### src/rtl/cov_pkg.sv
package cov_pkg;
  localparam int unsigned REG_W = 8;

  function automatic int unsigned cdiv(input int unsigned a, input int unsigned b);
    return (a + b - 1) / b;
  endfunction
endpackage

### src/rtl/cov_q_slot.sv
module cov_q_slot #(
  parameter int unsigned THR_W  = 8,
  parameter int unsigned MARGIN = 7
) (
  input  logic             clk_i,
  input  logic             rst_ni,
  input  logic             wr_hit_i,
  input  logic             rd_hit_i,
  input  logic             thr_we_i,
  input  logic [THR_W-1:0] thr_i,
  output logic             full_o,
  output logic             nonempty_o,
  output logic             ovf_o
);
  localparam int unsigned MAX_CNT = (2 ** THR_W) - 1 + MARGIN;
  localparam int unsigned CNT_W   = $clog2(MAX_CNT + 1);

  logic [CNT_W-1:0] cnt_q, cnt_d, thr_ext, limit;
  logic [THR_W-1:0] thr_q;
  logic             ovf_q, ovf_d;
  logic             at_thr, acc, rd_eff, set_ovf, clr_ovf;

  assign thr_ext = CNT_W'(thr_q);
  assign limit   = thr_ext + CNT_W'(MARGIN);
  assign at_thr  = cnt_q >= thr_ext;
  assign full_o  = cnt_q >= limit;
  assign acc     = wr_hit_i & ~full_o;
  assign rd_eff  = rd_hit_i & (cnt_q != '0);

  always_comb begin
    unique case ({acc, rd_eff})
      2'b10:   cnt_d = cnt_q + CNT_W'(1);
      2'b01:   cnt_d = cnt_q - CNT_W'(1);
      default: cnt_d = cnt_q;
    endcase
  end

  // set wins; a clear can never coincide with a set on the same queue
  assign set_ovf = wr_hit_i & at_thr;
  assign clr_ovf = rd_eff & (cnt_d < thr_ext);
  always_comb begin
    ovf_d = ovf_q;
    if (clr_ovf) ovf_d = 1'b0;
    if (set_ovf) ovf_d = 1'b1;
  end

  always_ff @(posedge clk_i or negedge rst_ni) begin
    if (!rst_ni) begin
      cnt_q <= '0;
      ovf_q <= 1'b0;
      thr_q <= '1;
    end else begin
      cnt_q <= cnt_d;
      ovf_q <= ovf_d;
      if (thr_we_i) thr_q <= thr_i;
    end
  end

  assign nonempty_o = cnt_q != '0;
  assign ovf_o      = ovf_q;

  AST_CNT_INC: assert property (@(posedge clk_i) disable iff (!rst_ni)
    (wr_hit_i && !full_o && !rd_hit_i) |=> (cnt_q == $past(cnt_q) + CNT_W'(1)));
  AST_OVF_SET: assert property (@(posedge clk_i) disable iff (!rst_ni)
    (wr_hit_i && at_thr) |=> ovf_q);
  AST_DROP_HOLD: assert property (@(posedge clk_i) disable iff (!rst_ni)
    (wr_hit_i && full_o && !rd_hit_i) |=> $stable(cnt_q));
  AST_EMPTY_RD: assert property (@(posedge clk_i) disable iff (!rst_ni)
    (rd_hit_i && !wr_hit_i && cnt_q == '0) |=> (cnt_q == '0));
  AST_OVF_CLR: assert property (@(posedge clk_i) disable iff (!rst_ni)
    (rd_hit_i && !wr_hit_i && cnt_q != '0 && (cnt_q - CNT_W'(1)) < thr_ext) |=> !ovf_q);
  AST_RW_SAME: assert property (@(posedge clk_i) disable iff (!rst_ni)
    (wr_hit_i && rd_hit_i && !full_o && cnt_q != '0) |=> $stable(cnt_q));
  AST_THR_NO_TOUCH: assert property (@(posedge clk_i) disable iff (!rst_ni)
    (thr_we_i && !wr_hit_i && !rd_hit_i) |=> ($stable(cnt_q) && $stable(ovf_q)));
endmodule

### src/rtl/cov_lookup.sv
module cov_lookup #(
  parameter int unsigned N     = 31,
  parameter int unsigned IDX_W = 5
) (
  input  logic [N-1:0]     vec_i,
  input  logic [IDX_W-1:0] idx_i,
  output logic             bit_o
);
  localparam int unsigned P = 2 ** IDX_W;
  logic [P-1:0] pad;

  always_comb begin
    pad        = '0;
    pad[N-1:0] = vec_i;
  end

  assign bit_o = pad[idx_i];
endmodule

### src/rtl/cov_pack.sv
module cov_pack #(
  parameter int unsigned N     = 31,
  parameter int unsigned OUT_W = 32
) (
  input  logic [N-1:0]     vec_i,
  output logic [OUT_W-1:0] reg_o
);
  for (genvar i = 0; i < OUT_W; i++) begin : g_bit
    if (i < N) begin : g_used
      assign reg_o[i] = vec_i[i];
    end else begin : g_pad
      assign reg_o[i] = 1'b0;
    end
  end
endmodule

### src/rtl/cov_hard_evt.sv
module cov_hard_evt #(
  parameter int unsigned QID_W = 5
) (
  input  logic             clk_i,
  input  logic             rst_ni,
  input  logic             drop_i,
  input  logic [QID_W-1:0] qid_i,
  output logic             pulse_o,
  output logic [QID_W-1:0] qid_o
);
  always_ff @(posedge clk_i or negedge rst_ni) begin
    if (!rst_ni) begin
      pulse_o <= 1'b0;
      qid_o   <= '0;
    end else begin
      pulse_o <= drop_i;
      if (drop_i) qid_o <= qid_i;
    end
  end
endmodule

### src/rtl/cell_ovf_mon.sv
module cell_ovf_mon #(
  parameter int unsigned NUM_Q  = 31,
  parameter int unsigned THR_W  = 8,
  parameter int unsigned MARGIN = 7,
  localparam int unsigned QID_W   = $clog2(NUM_Q),
  localparam int unsigned NUM_REG = cov_pkg::cdiv(NUM_Q, cov_pkg::REG_W),
  localparam int unsigned OUT_W   = NUM_REG * cov_pkg::REG_W
) (
  input  logic             clk_i,
  input  logic             rst_ni,
  input  logic             wr_valid_i,
  input  logic [QID_W-1:0] wr_qid_i,
  output logic             wr_accept_o,
  output logic             wr_drop_o,
  input  logic             rd_valid_i,
  input  logic [QID_W-1:0] rd_qid_i,
  output logic             rd_ok_o,
  input  logic             thr_we_i,
  input  logic [QID_W-1:0] thr_qid_i,
  input  logic [THR_W-1:0] thr_data_i,
  output logic [OUT_W-1:0] ovf_reg_o,
  output logic             ovf_any_o,
  output logic             hard_ovf_o,
  output logic [QID_W-1:0] hard_qid_o
);
  localparam logic [QID_W-1:0] LAST_Q = QID_W'(NUM_Q - 1);

  logic [NUM_Q-1:0] wr_hit, rd_hit, thr_hit, full_vec, ne_vec, ovf_vec;
  logic             wr_ok_idx, rd_ok_idx, sel_full, sel_ne;

  assign wr_ok_idx = wr_qid_i <= LAST_Q;
  assign rd_ok_idx = rd_qid_i <= LAST_Q;

  for (genvar q = 0; q < NUM_Q; q++) begin : g_q
    assign wr_hit[q]  = wr_valid_i & (wr_qid_i  == QID_W'(q));
    assign rd_hit[q]  = rd_valid_i & (rd_qid_i  == QID_W'(q));
    assign thr_hit[q] = thr_we_i   & (thr_qid_i == QID_W'(q));

    cov_q_slot #(.THR_W(THR_W), .MARGIN(MARGIN)) u_slot (
      .clk_i      (clk_i),
      .rst_ni     (rst_ni),
      .wr_hit_i   (wr_hit[q]),
      .rd_hit_i   (rd_hit[q]),
      .thr_we_i   (thr_hit[q]),
      .thr_i      (thr_data_i),
      .full_o     (full_vec[q]),
      .nonempty_o (ne_vec[q]),
      .ovf_o      (ovf_vec[q])
    );
  end

  cov_lookup #(.N(NUM_Q), .IDX_W(QID_W)) u_wr_sel (
    .vec_i (full_vec),
    .idx_i (wr_qid_i),
    .bit_o (sel_full)
  );

  cov_lookup #(.N(NUM_Q), .IDX_W(QID_W)) u_rd_sel (
    .vec_i (ne_vec),
    .idx_i (rd_qid_i),
    .bit_o (sel_ne)
  );

  assign wr_accept_o = wr_valid_i & wr_ok_idx & ~sel_full;
  assign wr_drop_o   = wr_valid_i & wr_ok_idx &  sel_full;
  assign rd_ok_o     = rd_valid_i & rd_ok_idx &  sel_ne;

  cov_pack #(.N(NUM_Q), .OUT_W(OUT_W)) u_pack (
    .vec_i (ovf_vec),
    .reg_o (ovf_reg_o)
  );
  assign ovf_any_o = |ovf_vec;

  cov_hard_evt #(.QID_W(QID_W)) u_hard (
    .clk_i   (clk_i),
    .rst_ni  (rst_ni),
    .drop_i  (wr_drop_o),
    .qid_i   (wr_qid_i),
    .pulse_o (hard_ovf_o),
    .qid_o   (hard_qid_o)
  );

  AST_HARD_PULSE: assert property (@(posedge clk_i) disable iff (!rst_ni)
    wr_drop_o |=> (hard_ovf_o && hard_qid_o == $past(wr_qid_i)));
  AST_HARD_CAUSE: assert property (@(posedge clk_i) disable iff (!rst_ni)
    (!wr_drop_o) |=> !hard_ovf_o);
  AST_BAD_QID: assert property (@(posedge clk_i) disable iff (!rst_ni)
    (wr_valid_i && !wr_ok_idx) |-> (!wr_accept_o && !wr_drop_o));
  AST_ANY_ROSE: assert property (@(posedge clk_i) disable iff (!rst_ni)
    $rose(ovf_any_o) |-> $past(wr_valid_i));
endmodule

### config.mk
export PLATFORM = sky130hd
export DESIGN_NAME = cell_ovf_mon
export DESIGN_NICKNAME = d
export VERILOG_FILES = /design/src/rtl/cov_pkg.sv /design/src/rtl/cov_q_slot.sv /design/src/rtl/cov_lookup.sv /design/src/rtl/cov_pack.sv /design/src/rtl/cov_hard_evt.sv /design/src/rtl/cell_ovf_mon.sv
export SDC_FILE = /design/constraint.sdc
export NUM_CORES = 2
export LEC_CHECK = 0
export CORE_UTILIZATION = 44
export DETAILED_ROUTE_END_ITERATION = 16
export DONT_BUFFER_PORTS = 1
export PLACE_DENSITY_LB_ADDON = 0.2
export SETUP_SLACK_MARGIN = 0.02
export SLEW_MARGIN = 20
export SYNTH_ARGS = -nofsm -noshare
export SYNTH_HDL_FRONTEND = slang
export SYNTH_HIERARCHICAL = 1
export SYNTH_SLANG_ARGS = --single-unit
### constraint.sdc
create_clock -name clk_i -period 5.91 [get_ports clk_i]
set_clock_uncertainty 0.05 [all_clocks]
set_input_delay 1.182 -clock clk_i [delete_from_list [all_inputs] [get_ports clk_i]]
set_output_delay 1.182 -clock clk_i [all_outputs]
set_load 0.03 [all_outputs]
==> results <==
- The flow ran to the end, but the final reports show violations.
- The checks that failed: max-slew violations.
- Entering global routing, the biggest net connects between 500 and 600 pins.
- The critical path start-end classification is flip-flop to output pin.
- The master cell of the clock root buffer is sky130_fd_sc_hd__clkbuf_16.
- The fraction of power consumed by the clock network is 27.2%.
- Cells with a size suffix above 1 make up about a tenth of the layout.
- The maximum net fanout on the critical path is 4.
- At the pin with the least slew margin, the transition time is ~3.7 ns.
- The row count is around 130.
- The net switching power is 6.40 mW.
- The clock passes through at most 3 buffers.
- The prevailing post-synth register cell is sky130_fd_sc_hd__dfrtp_1.
- The worst register-to-register path begins at g_q[21].u_slot/thr_q[2].
- The later pin in the worst-skew pair is clocked with a latency of 0.64 ns.
- Synthesis instantiated between 80 and 90 different standard cells from the library.
- Of all flip-flops after synthesis, the portion carrying an async set or reset was 100%.
- The starting utilization of the core area is 44.6%.
- At the worst endpoint, the required time is about 4.7 ns.
- The cell internal power dissipation is 10.9 mW.
- The setup slack of the worst register-to-register path is 0.36 ns.
- The synthesized design devotes to its leading area cell type 23.8% of total area.
- Counting cells, the worst reg-to-reg path comes to 25.
- After floorplanning, the core was sized to cover 0.121 mm2.
- Of the total power, combinational logic draws 39.3%.
- Each instance of the synthesized netlist takes up on average 8.98 um2.
- The first global-routing pass estimated 231000 um of wire.
- Dividing the detail-routed via count by the number of cells gives 5.68.
- Yosys instantiated no cell more often than sky130_fd_sc_hd__ha_1.
- Adding up every negative setup slack in the final design gives 0 ns.
- For this design the top-level I/O count stands at 70.
- The post-synthesis instance total is around 6000.
- The mapped netlist covers around 0.054 mm2.
- Among all stages on the critical path, the largest delay is contributed by sky130_fd_sc_hd__mux4_1.
- The clock tree from TritonCTS is built.
- The synthesis warning total is 6.
- The final count of hold timing violations is 0.
- Walking the worst path, the cells encountered are inv_1 -> ha_1 -> a21oi_1 -> xnor2_1 -> ha_1 -> a21oi_1 -> o21ai_0 -> a2111oi_2 -> o21ai_1 -> mux4_1 -> nand2b_1 -> o2111ai_2 -> nand3_2 -> nor2_1 -> buf_4.
- The total number of vias is ~43000.
- Counting the buffers created by CTS gives 73.
- The congestion estimate from routability-driven global placement came to between 0.8 and 0.9.
- The initial antenna violation count was 1.
- The H-tree was split into 3 levels.
- Final hold analysis gives a worst-case slack of about 0.27 ns.
- The number of max-cap violations is 0.
- The number of pins exceeding their max-slew limit in the final report is around 520.
- Across every metal layer, demand over resource in global routing totals 23.3%.
- In this run the tightest slew margin relative to its limit is -149%.
- Based on the critical path, the design can be clocked at up to approximately 0.18 GHz.
- The final non-filler cell total is 7634.
- Setup violations remaining at the end of the flow were counted as 0.
- The clock drives 564 sinks.
- The final period demand of the worst path is about 5.6 ns.
- The net total in the final layout is a little over 7000.
- After detailed routing, the number of remaining DRC violations is 0.
- The area overhead of the layout relative to synthesis is 7.67%.
- In this run switching power makes up 37.0% of total power.
- Global routing finished with a remaining overflow of 0.
- Synthesis produced a netlist with a net count of roughly 7100.
- The worst setup path is launched from a flip-flop.
- The worst flop-to-flop path endpoint is g_q[21].u_slot/ovf_o.
- The sequential share of power is around a third.
- After layout, the worst path uses 95.1% of the clock period.
- The path class of the tightest hold or removal check is primary input to asynchronous set/reset pin.
- The number of cells after detailed placement is ~7500.
- Yosys mapped a number of flops with a built-in enable equal to 0.
- The detailed-placement wirelength estimate is about 110000 um.
- The via count of the first global-routing pass is 42200.
- In this run the tool buffered the top-level ports with 0 buffer cells.
- The die covers 0.124 mm2.
- The library cell with the largest summed area after synthesis is sky130_fd_sc_hd__ha_1.
- The die is 352 um tall.
- The leakage power summed over all cells is 27.6 nW.
- The type of destination of the critical path is an output pin.
- By count the netlist is led by 1023 x sky130_fd_sc_hd__ha_1, 601 x sky130_fd_sc_hd__nand2_1, 589 x sky130_fd_sc_hd__o21ai_0.
- For this design, the CTS-stage hold fixing added 0 buffers.
- After synthesis, flip-flops and latches occupy 26.8% of the total area.
- The clock transition at the registers of the reported paths is 0.06 ns.
- The areal power density over the cells is a little under 300 mW/mm2.
- After detailed routing, the average wire length per cell comes to 18.9 um.
- Counting flops and latches in the post-synthesis netlist gives 564.
- For this run, the slowest stage of the critical path takes slightly below 0.6 ns.
- The die is 352 um wide.
- The first TritonRoute pass finished after 6 iterations.
- The first routing iteration left 2401 violations.
- The worst vdd rail ir drop is 0.249 mV.
- The residual antenna-violating net count after detailed routing is 0.
- Setup repair after global routing could not meet its margin everywhere.
- The routed design has 145000 um of wire.
- The critical path arrival is 4.39 ns.
- Ranked by total cell area, the synthesized netlist is headed by sky130_fd_sc_hd__ha_1 24%, sky130_fd_sc_hd__dfrtp_1 15%, sky130_fd_sc_hd__dfstp_2 12%, sky130_fd_sc_hd__xnor2_1 5.5%, sky130_fd_sc_hd__o21ai_0 5.5%.
## what timing repair did
item,in CTS,in global routing
gates cloned,0,0
endpoints found under the setup margin,2,18
pin swaps,0,4
setup buffers,0,0
resized for setup,7,49
hold endpoints to repair,0,0
## metrics by stage
stage	area [um2]	util [%]	power [mW]	setup WS [ns]
floorplan	53800	-	10.8	0.750
global placement	55300	45.9	12.4	0.209
detailed placement	55300	45.9	12.6	0.122
CTS	57800	48.0	17.4	0.0253
global route	58000	48.1	18.7	-0.0175
finish	58000	48.1	17.3	0.289
## final cells by class
type                            instances  area [um2]
Timing Repair Buffer                   26         195
Multi-Input combinational cell       4886       37300
Inverter                              408        1530
Fill cell                           11400       62600
Clock buffer                          112        2230
Clock inverter                         23         278
Antenna cell                            3        7.51
Sequential cell                       564       14400
Tap cell                             1612        2020
## worst max-delay path: cells and delay by family (launching register included)
family                   cells  cell delay, ns
multiplexers                 1            0.58
XOR/XNOR                     1            0.14
AND/OR/NAND/NOR              3            0.51
adder cells (fa/ha/maj)      2            0.51
flip-flops                   1            0.54
buffers and inverters        2            0.28
AO/OA/AOI/OAI                6            1.18
## cells by family (layout without fill, tap and decap cells)
family / after synthesis / count (layout) / share of synthesized area (%)
other: 1 / 4 / 0.00696
adder cells (fa/ha/maj): 1054 / 1054 / 24.9
AND/OR/NAND/NOR: 1738 / 1738 / 16.3
flip-flops: 564 / 564 / 26.8
multiplexers: 77 / 77 / 1.84
buffers and inverters: 547 / 569 / 4.24
AO/OA/AOI/OAI: 1597 / 1597 / 19.1
XOR/XNOR: 419 / 419 / 6.81
## flip-flops by register name, indices dropped and copies added, names as in the netlist
| name | count |
|---|---|
| g_q.u_slot/cnt_q | 279 |
| g_q.u_slot/thr_q | 248 |
| g_q.u_slot/ovf_o | 31 |
| u_hard/qid_o | 5 |
| u_hard/pulse_o | 1 |
## worst max-delay path by stage
stage | from | depth (start not counted) | endpoint | slack (ns)
2_1_floorplan | g_q[0].u_slot/thr_q[0] | 23 | g_q[0].u_slot/ovf_o | 0.75
3_3_place_gp | rd_qid_i[1] | 18 | g_q[0].u_slot/ovf_o | 0.21
3_5_place_dp | rd_qid_i[1] | 18 | g_q[0].u_slot/ovf_o | 0.12
4_1_cts | g_q[10].u_slot/thr_q[0] | 14 | wr_accept_o | 0.03
5_1_grt | g_q[13].u_slot/thr_q[0] | 15 | wr_accept_o | -0.02
6_report | g_q[13].u_slot/thr_q[0] | 15 | wr_accept_o | 0.29
## metal layers
layer / wire length [um] / up-vias / global-route usage [%] / share of wire (%)
met3: 7970 / 199 / 4.71 / 5.5
met1: 67200 / 20700 / 31.0 / 46
met2: 65200 / 673 / 38.1 / 45
met5: 0 / - / 0 / 0
met4: 4200 / 0 / 6.73 / 2.9
li1: - / 21900 / - / -
## cell usage in the layout, fill, tap and decap left out, drive strengths merged, types with 79 or more instances in the layout
master	instances
a21o	124
xnor2	340
nand3	225
ha	1023
dfstp	248
a21oi	327
clkbuf	112
dfrtp	316
nor3	146
o21a	79
o21ai	592
nand2	601
xor2	79
nor2	263
inv	410
## power by group through the flow
stage          Clock, mW  Combinational [mW]  Sequential [mW]
2_1_floorplan          0                5.23             5.59
3_5_place_dp           0                6.68             5.87
5_1_grt             4.97                7.79             5.95
4_1_cts             4.84                6.76             5.82
3_3_place_gp           0                6.52             5.86
6_report            4.70                6.79             5.81
No activity file was read; power rests on OpenSTA's default activity.
